**src/rtl/phy_sa_pkg.sv**
```systemverilog
package phy_sa_pkg;
   typedef enum logic [2:0] {
      ST_RESET   = 3'd0,
      ST_LOAD    = 3'd1,
      ST_NORMAL  = 3'd2,
      ST_SA      = 3'd3,
      ST_EXIT    = 3'd4
   } sa_state_e;
endpackage

```
**src/rtl/phy_sa_sync.sv**
```systemverilog
module phy_sa_sync #(
   parameter int unsigned W      = 1,
   parameter int unsigned STAGES = 2,
   parameter logic [W-1:0] RST_VAL = '0
) (
   input  logic         clk,
   input  logic         por_n,
   input  logic [W-1:0] d,
   output logic [W-1:0] q
);
   if (STAGES < 2) begin : g_bad_stages
      $error("phy_sa_sync: STAGES must be at least 2");
   end
   if (W < 1) begin : g_bad_w
      $error("phy_sa_sync: W must be at least 1");
   end

   logic [W-1:0] chain [STAGES];

   for (genvar s = 0; s < STAGES; s++) begin : g_stage
      always_ff @(posedge clk or negedge por_n) begin
         if (!por_n) begin
            chain[s] <= RST_VAL;
         end else if (s == 0) begin
            chain[s] <= d;
         end else begin
            chain[s] <= chain[(s == 0) ? 0 : s-1];
         end
      end
   end

   assign q = chain[STAGES-1];
endmodule

```
**src/rtl/phy_sa_run_cnt.sv**
```systemverilog
module phy_sa_run_cnt #(
   parameter int unsigned LIMIT = 4
) (
   input  logic clk,
   input  logic por_n,
   input  logic run,
   output logic done
);
   if (LIMIT < 1) begin : g_bad_limit
      $error("phy_sa_run_cnt: LIMIT must be at least 1");
   end

   localparam int unsigned CW = $clog2(LIMIT + 1);
   localparam logic [CW-1:0] LIM = CW'(LIMIT);

   logic [CW-1:0] cnt;

   assign done = (cnt == LIM);

   always_ff @(posedge clk or negedge por_n) begin
      if (!por_n) begin
         cnt <= '0;
      end else if (!run) begin
         cnt <= '0;
      end else if (!done) begin
         cnt <= cnt + 1'b1;
      end
   end
endmodule

```
**src/rtl/phy_sa_fsm.sv**
```systemverilog
module phy_sa_fsm
   import phy_sa_pkg::*;
(
   input  logic      clk,
   input  logic      por_n,
   input  logic      rst_eff,
   input  logic      alt_eff,
   input  logic      mode_s,
   input  logic      load_done,
   input  logic      cfg_bit,
   output sa_state_e state,
   output logic      sa_en
);
   sa_state_e nxt;

   always_comb begin
      nxt = state;
      unique case (state)
         ST_RESET:  if (!(rst_eff || alt_eff)) nxt = ST_LOAD;
         ST_LOAD: begin
            if (rst_eff || alt_eff) nxt = ST_RESET;
            else if (load_done)     nxt = ST_NORMAL;
         end
         ST_NORMAL: begin
            if (rst_eff || alt_eff)   nxt = ST_RESET;
            else if (sa_en && mode_s) nxt = ST_SA;
         end
         ST_SA: begin
            if (rst_eff)      nxt = ST_RESET;
            else if (!mode_s) nxt = ST_EXIT;
         end
         ST_EXIT:   if (rst_eff || alt_eff) nxt = ST_RESET;
         default:   nxt = ST_RESET;
      endcase
   end

   always_ff @(posedge clk or negedge por_n) begin
      if (!por_n) begin
         state <= ST_RESET;
         sa_en <= 1'b0;
      end else begin
         state <= nxt;
         if (state == ST_LOAD && nxt == ST_NORMAL) sa_en <= cfg_bit;
      end
   end
endmodule

```
**src/rtl/phy_sa_rst_fan.sv**
```systemverilog
module phy_sa_rst_fan
   import phy_sa_pkg::*;
(
   input  sa_state_e state,
   input  logic      rst_eff,
   input  logic      alt_eff,
   output logic      pci_rst,
   output logic      csma_rst,
   output logic      phy_rst
);
   logic any_eff;
   assign any_eff = rst_eff || alt_eff;

   always_comb begin
      if (state == ST_SA) begin
         pci_rst  = any_eff;
         csma_rst = any_eff;
         phy_rst  = rst_eff;
      end else begin
         pci_rst  = any_eff || (state == ST_RESET);
         csma_rst = any_eff || (state == ST_RESET);
         phy_rst  = any_eff || (state == ST_RESET);
      end
   end
endmodule

```
**src/rtl/phy_sa_ctrl.sv**
```systemverilog
module phy_sa_ctrl
   import phy_sa_pkg::*;
#(
   parameter int unsigned CFG_W       = 16,
   parameter int unsigned SA_BIT      = 4,
   parameter int unsigned LOAD_CYCLES = 6000,
   parameter int unsigned ISO_MIN     = 4,
   parameter int unsigned SYNC_STAGES = 2
) (
   input  logic             clk,
   input  logic             por_n,
   input  logic             rst_n,
   input  logic             alt_rst_n,
   input  logic             isolate_n,
   input  logic             mode_req,
   input  logic [CFG_W-1:0] ee_cfg_word,
   output logic             mii_phy_role,
   output logic             mii_txd_oe,
   output logic             mii_rxd_oe,
   output logic             csma_clk_en,
   output logic             pci_isolate,
   output logic             pci_rst,
   output logic             csma_rst,
   output logic             phy_rst,
   output logic             reset_pending,
   output logic [2:0]       state_o
);
   if (SA_BIT >= CFG_W) begin : g_bad_bit
      $error("phy_sa_ctrl: SA_BIT outside configuration word");
   end

   localparam int unsigned NSYNC = 4;
   localparam logic [NSYNC-1:0] SYNC_RST = 4'b0011;

   logic [NSYNC-1:0] raw_in, syn;
   logic rst_s, alt_s, iso_s, mode_s;
   logic iso_ok, rst_eff, alt_eff, load_run, load_done, sa_en_q;
   logic unused_cfg;
   sa_state_e state;

   assign raw_in = {mode_req, isolate_n, alt_rst_n, rst_n};

   phy_sa_sync #(.W(NSYNC), .STAGES(SYNC_STAGES), .RST_VAL(SYNC_RST)) u_sync (
      .clk(clk), .por_n(por_n), .d(raw_in), .q(syn)
   );

   assign rst_s  = syn[0];
   assign alt_s  = syn[1];
   assign iso_s  = syn[2];
   assign mode_s = syn[3];

   phy_sa_run_cnt #(.LIMIT(ISO_MIN)) u_iso_cnt (
      .clk(clk), .por_n(por_n), .run(iso_s), .done(iso_ok)
   );

   assign rst_eff = !rst_s && iso_ok;
   assign alt_eff = !alt_s && iso_ok;

   assign load_run = (state == ST_LOAD) && !rst_eff && !alt_eff;

   phy_sa_run_cnt #(.LIMIT(LOAD_CYCLES)) u_load_cnt (
      .clk(clk), .por_n(por_n), .run(load_run), .done(load_done)
   );

   phy_sa_fsm u_fsm (
      .clk(clk), .por_n(por_n), .rst_eff(rst_eff), .alt_eff(alt_eff),
      .mode_s(mode_s), .load_done(load_done), .cfg_bit(ee_cfg_word[SA_BIT]),
      .state(state), .sa_en(sa_en_q)
   );

   assign unused_cfg = ^ee_cfg_word;

   phy_sa_rst_fan u_fan (
      .state(state), .rst_eff(rst_eff), .alt_eff(alt_eff),
      .pci_rst(pci_rst), .csma_rst(csma_rst), .phy_rst(phy_rst)
   );

   assign mii_phy_role  = (state == ST_SA);
   assign mii_txd_oe    = !mii_phy_role;
   assign mii_rxd_oe    = mii_phy_role;
   assign csma_clk_en   = !mii_phy_role;
   assign pci_isolate   = mii_phy_role;
   assign reset_pending = (state == ST_EXIT);
   assign state_o       = state;
endmodule

```
**config.mk**
```make
export PLATFORM = sky130hd
export DESIGN_NAME = phy_sa_ctrl
export DESIGN_NICKNAME = d
export VERILOG_FILES = /design/src/rtl/phy_sa_pkg.sv /design/src/rtl/phy_sa_sync.sv /design/src/rtl/phy_sa_run_cnt.sv /design/src/rtl/phy_sa_fsm.sv /design/src/rtl/phy_sa_rst_fan.sv /design/src/rtl/phy_sa_ctrl.sv
export SDC_FILE = /design/constraint.sdc
export NUM_CORES = 1
export LEC_CHECK = 0
export ABC_AREA = 1
export BUFFER_PORTS_ARGS = -buffer_cell sky130_fd_sc_hd__buf_2
export CAP_MARGIN = 10
export CORE_ASPECT_RATIO = 0.75
export CORE_MARGIN = 2
export CORE_UTILIZATION = 50
export CTS_CLUSTER_SIZE = 14
export DETAILED_ROUTE_END_ITERATION = 8
export GPL_ROUTABILITY_DRIVEN = 1
export HOLD_SLACK_MARGIN = 0.08
export PLACE_DENSITY = 0.75
export REMOVE_ABC_BUFFERS = 1
export SYNTH_ARGS = -nofsm -noshare
export SYNTH_HDL_FRONTEND = slang
export SYNTH_SLANG_ARGS = --single-unit
```
**constraint.sdc**
```tcl
create_clock -name clk -period 1.52 [get_ports clk]
set_input_delay 0.304 -clock clk [delete_from_list [all_inputs] [get_ports clk]]
set_output_delay 0.304 -clock clk [all_outputs]
set_load 0.02 [all_outputs]
```
==> impl_metrics.env <==
export IMPL_outcome="finished, violations left"
export IMPL_violations="negative setup slack"
export IMPL_grtUsageMet1=0.245
export IMPL_fmax_mhz=571
export IMPL_synth_distinct_cells=26
export IMPL_drive_gt1_frac=0.378
export IMPL_p_seq_frac=0.455
export IMPL_switching_share=0.350
export IMPL_grt_busiest_layer="met2"
export IMPL_peakVddDrop_v=0.000799
export IMPL_synthFlopType="dfrtp_1"
export IMPL_fin_crit_sh=1.15
export IMPL_power_frac_clock=0.216
export IMPL_postSynthAreaPerCell_um2=8.21
export IMPL_ys_ff_latch=28
export IMPL_wl_per_cell_um=12.5
export IMPL_area_delta_synth_final_pct=25.8
export IMPL_pre_cts_ws_ns=-0.0633
export IMPL_r2r_cells=10
export IMPL_place_inst=234
export IMPL_start_util=0.512
export IMPL_crit_path_max_fanout=4
export IMPL_finalWorstSetupSlack_ns=-0.230
export IMPL_layout_cells_non_filler=247
export IMPL_grt_setup_unrepaired="yes"
export IMPL_post_dp_cell_area_um2=1590
export IMPL_nNetsFinal=236
export IMPL_maxCapViolations=0
export IMPL_leakage_nw=0.863
export IMPL_r2r_slack_ns=-0.02
export IMPL_synth_async_sr_flop_share=1.00
export IMPL_path_class="register to primary output"
export IMPL_power_density_nw_per_um2=1150
export IMPL_wirelength_um=3090
export IMPL_via_count=1268
export IMPL_synth_area_leaders="dfrtp_1 41%, nand2_1 10%, dfstp_2 7.1%, nand3_1 6.5%, nor2_1 5.9%"
export IMPL_clkSinkCount=28
export IMPL_diodes=0
export IMPL_cts_root_buf="clkbuf_8"
export IMPL_path_clk_slew_ns=0.09
export IMPL_worstSkewPairLatency_ns=0.27
export IMPL_dr_first_iter_drc_count=45
export IMPL_die_y_um=51.0
export IMPL_endpoint_kind="primary output"
export IMPL_gp_congestion=0.829
export IMPL_dp_hpwl_um=2180
export IMPL_met2_usage=0.367
export IMPL_grt_pass1_vias=1194
export IMPL_grt_max_degree=29
export IMPL_slew_headroom=0.584
export IMPL_fp_dieW_um=66.6
export IMPL_synth_cell_area_um2=1470
export IMPL_grt_pass1_wl_um=5180
export IMPL_dieArea_um2=3390
export IMPL_final_common_cell="nand2_1"
export IMPL_skew_ns=0.00422
export IMPL_io_pins=34
export IMPL_grt_overflow=0
export IMPL_syn_inst=179
export IMPL_pwr_share_comb=0.329
export IMPL_min_period_ns=1.75
export IMPL_row_count=17
export IMPL_synth_edf_count=0
export IMPL_cp_arrival_ns=1.45
export IMPL_grt_use_met3=0.0463
export IMPL_avgViaCountPerCell=5.13
export IMPL_antenna_found_initial=0
export IMPL_drt_pass1_iter_count=4
export IMPL_drc=0
export IMPL_cts_buffer_depth=2
export IMPL_holdPathStages=1
export IMPL_tritoncts="built"
export IMPL_fp_coreArea_um2=2870
export IMPL_startpoint_type="register"
export IMPL_cts_buffers_inserted=3
export IMPL_h_tree_depth=1
export IMPL_antenna_left=0
export IMPL_grt_use_total=0.202
export IMPL_stdcell_area_um2=1850
export IMPL_crit_required_ns=1.22
export IMPL_setup_viol=8
export IMPL_io_buffer_count=18
export IMPL_utilization=0.644
export IMPL_yosys_area_top_type="dfrtp_1"
export IMPL_p_int_mw=1.38
export IMPL_p_sw_mw=0.744
export IMPL_power_mw=2.13
export IMPL_tightestPinTransition_ns=0.623
export IMPL_hold_path_class="input pin to register"
export IMPL_final_cell_mix="34 x nand2_1, 22 x dfrtp_1, 20 x nor2_1"
export IMPL_hold_viol=0
export IMPL_ys_warn_count=0
export IMPL_netlist_area_leader_share=0.409
export IMPL_ys_seq_area_frac=0.480
export IMPL_drv_slew=0
[critical path, stage by stage (launching register included)]
cell and delay, ns:
dfrtp_1 0.40, inv_2 0.09, ha_4 0.15, nand2_4 0.07, nor2_4 0.10, nor2_2 0.05, a31oi_1 0.13, buf_2 0.18
[routing by layer]
metal  routed length (um)  up-vias
met1                 1410      607
met2                 1540       28
li1                     -      631
met3                  130        2
met5                    0        -
met4                   17        0
[synth_stat cells (4+ instances only)]
| cell type | instances |
|---|---|
| buf_4 | 5 |
| nor2_1 | 23 |
| inv_1 | 21 |
| dfstp_2 | 4 |
| nand3_2 | 4 |
| nand3_1 | 19 |
| nor2_2 | 4 |
| a21oi_1 | 5 |
| dfrtp_1 | 24 |
| nand2_1 | 39 |
| ha_1 | 4 |
| nor3_1 | 5 |
[final cells by class]
cell class | count | area (um2)
inverters | 22 | 82.6
fillers | 232 | 1020
repair buffers | 33 | 233
flip-flops and latches | 28 | 708
clock buffers | 4 | 55.1
well taps | 38 | 47.5
multi-input cells | 122 | 723
[repair_timing]
item | CTS | global route
endpoints found under the setup margin | 12 | 20
hold buffers | 1 | 0
hold endpoints to repair | 24 | 0
pin swaps | 3 | 8
setup buffers | 4 | 4
resized for setup | 21 | 19
gates cloned | 0 | 0
[registers in the layout, indices dropped and copies added, names as in the netlist]
| name | cells |
|---|---|
| u_sync.q | 4 |
| u_fsm.state | 3 |
| u_load_cnt.cnt | 13 |
| u_iso_cnt.cnt | 3 |
| u_fsm.sa_en | 1 |
| u_sync.chain | 4 |
[cells by family (layout without fill, tap and decap cells)]
group                      count (synthesis)  in the layout  synth area share
DFF                                       28             28             0.480
AOI/OAI and AO/OA                         15             15            0.0613
and+or+nand+nor                          102            102             0.322
buffers and inverters                     29             59            0.0970
xor gates and xnor gates                   1              1           0.00596
adders and majority gates                  4              4            0.0340
[path summary, 6_finish.rpt]
check | from | end
worst max-delay path | u_iso_cnt.cnt[0] | phy_rst
worst min-delay path | alt_rst_n | u_sync.chain[5]
worst max register to register | u_iso_cnt.cnt[0] | u_load_cnt.cnt[0]
worst min register to register | u_sync.chain[6] | u_sync.q[2]
max in group asynchronous | por_n | u_fsm.state[0]
min in group asynchronous | por_n | u_sync.chain[7]
[power by group through the flow]
| stage | combinational (mW) | sequential [mW] | clock, mW |
|---|---|---|---|
| 2_1_floorplan | 0.373 | 0.951 | 0 |
| 3_5_place_dp | 0.536 | 0.968 | 0 |
| 4_1_cts | 0.599 | 0.962 | 0.466 |
| 5_1_grt | 0.788 | 0.985 | 0.489 |
| 3_3_place_gp | 0.514 | 0.962 | 0 |
| 6_report | 0.700 | 0.967 | 0.459 |
[metrics by stage]
stage	setup TNS, ns	hold WS (ns)
5_1_grt	-1.42	0.110
3_3_place_gp	-0.0332	0.336
4_1_cts	-0.570	0.117
3_5_place_dp	-0.0702	0.336
2_1_floorplan	-1.37	0.00841
6_report	-0.552	0.121
No activity file was read; power rests on OpenSTA's default activity.
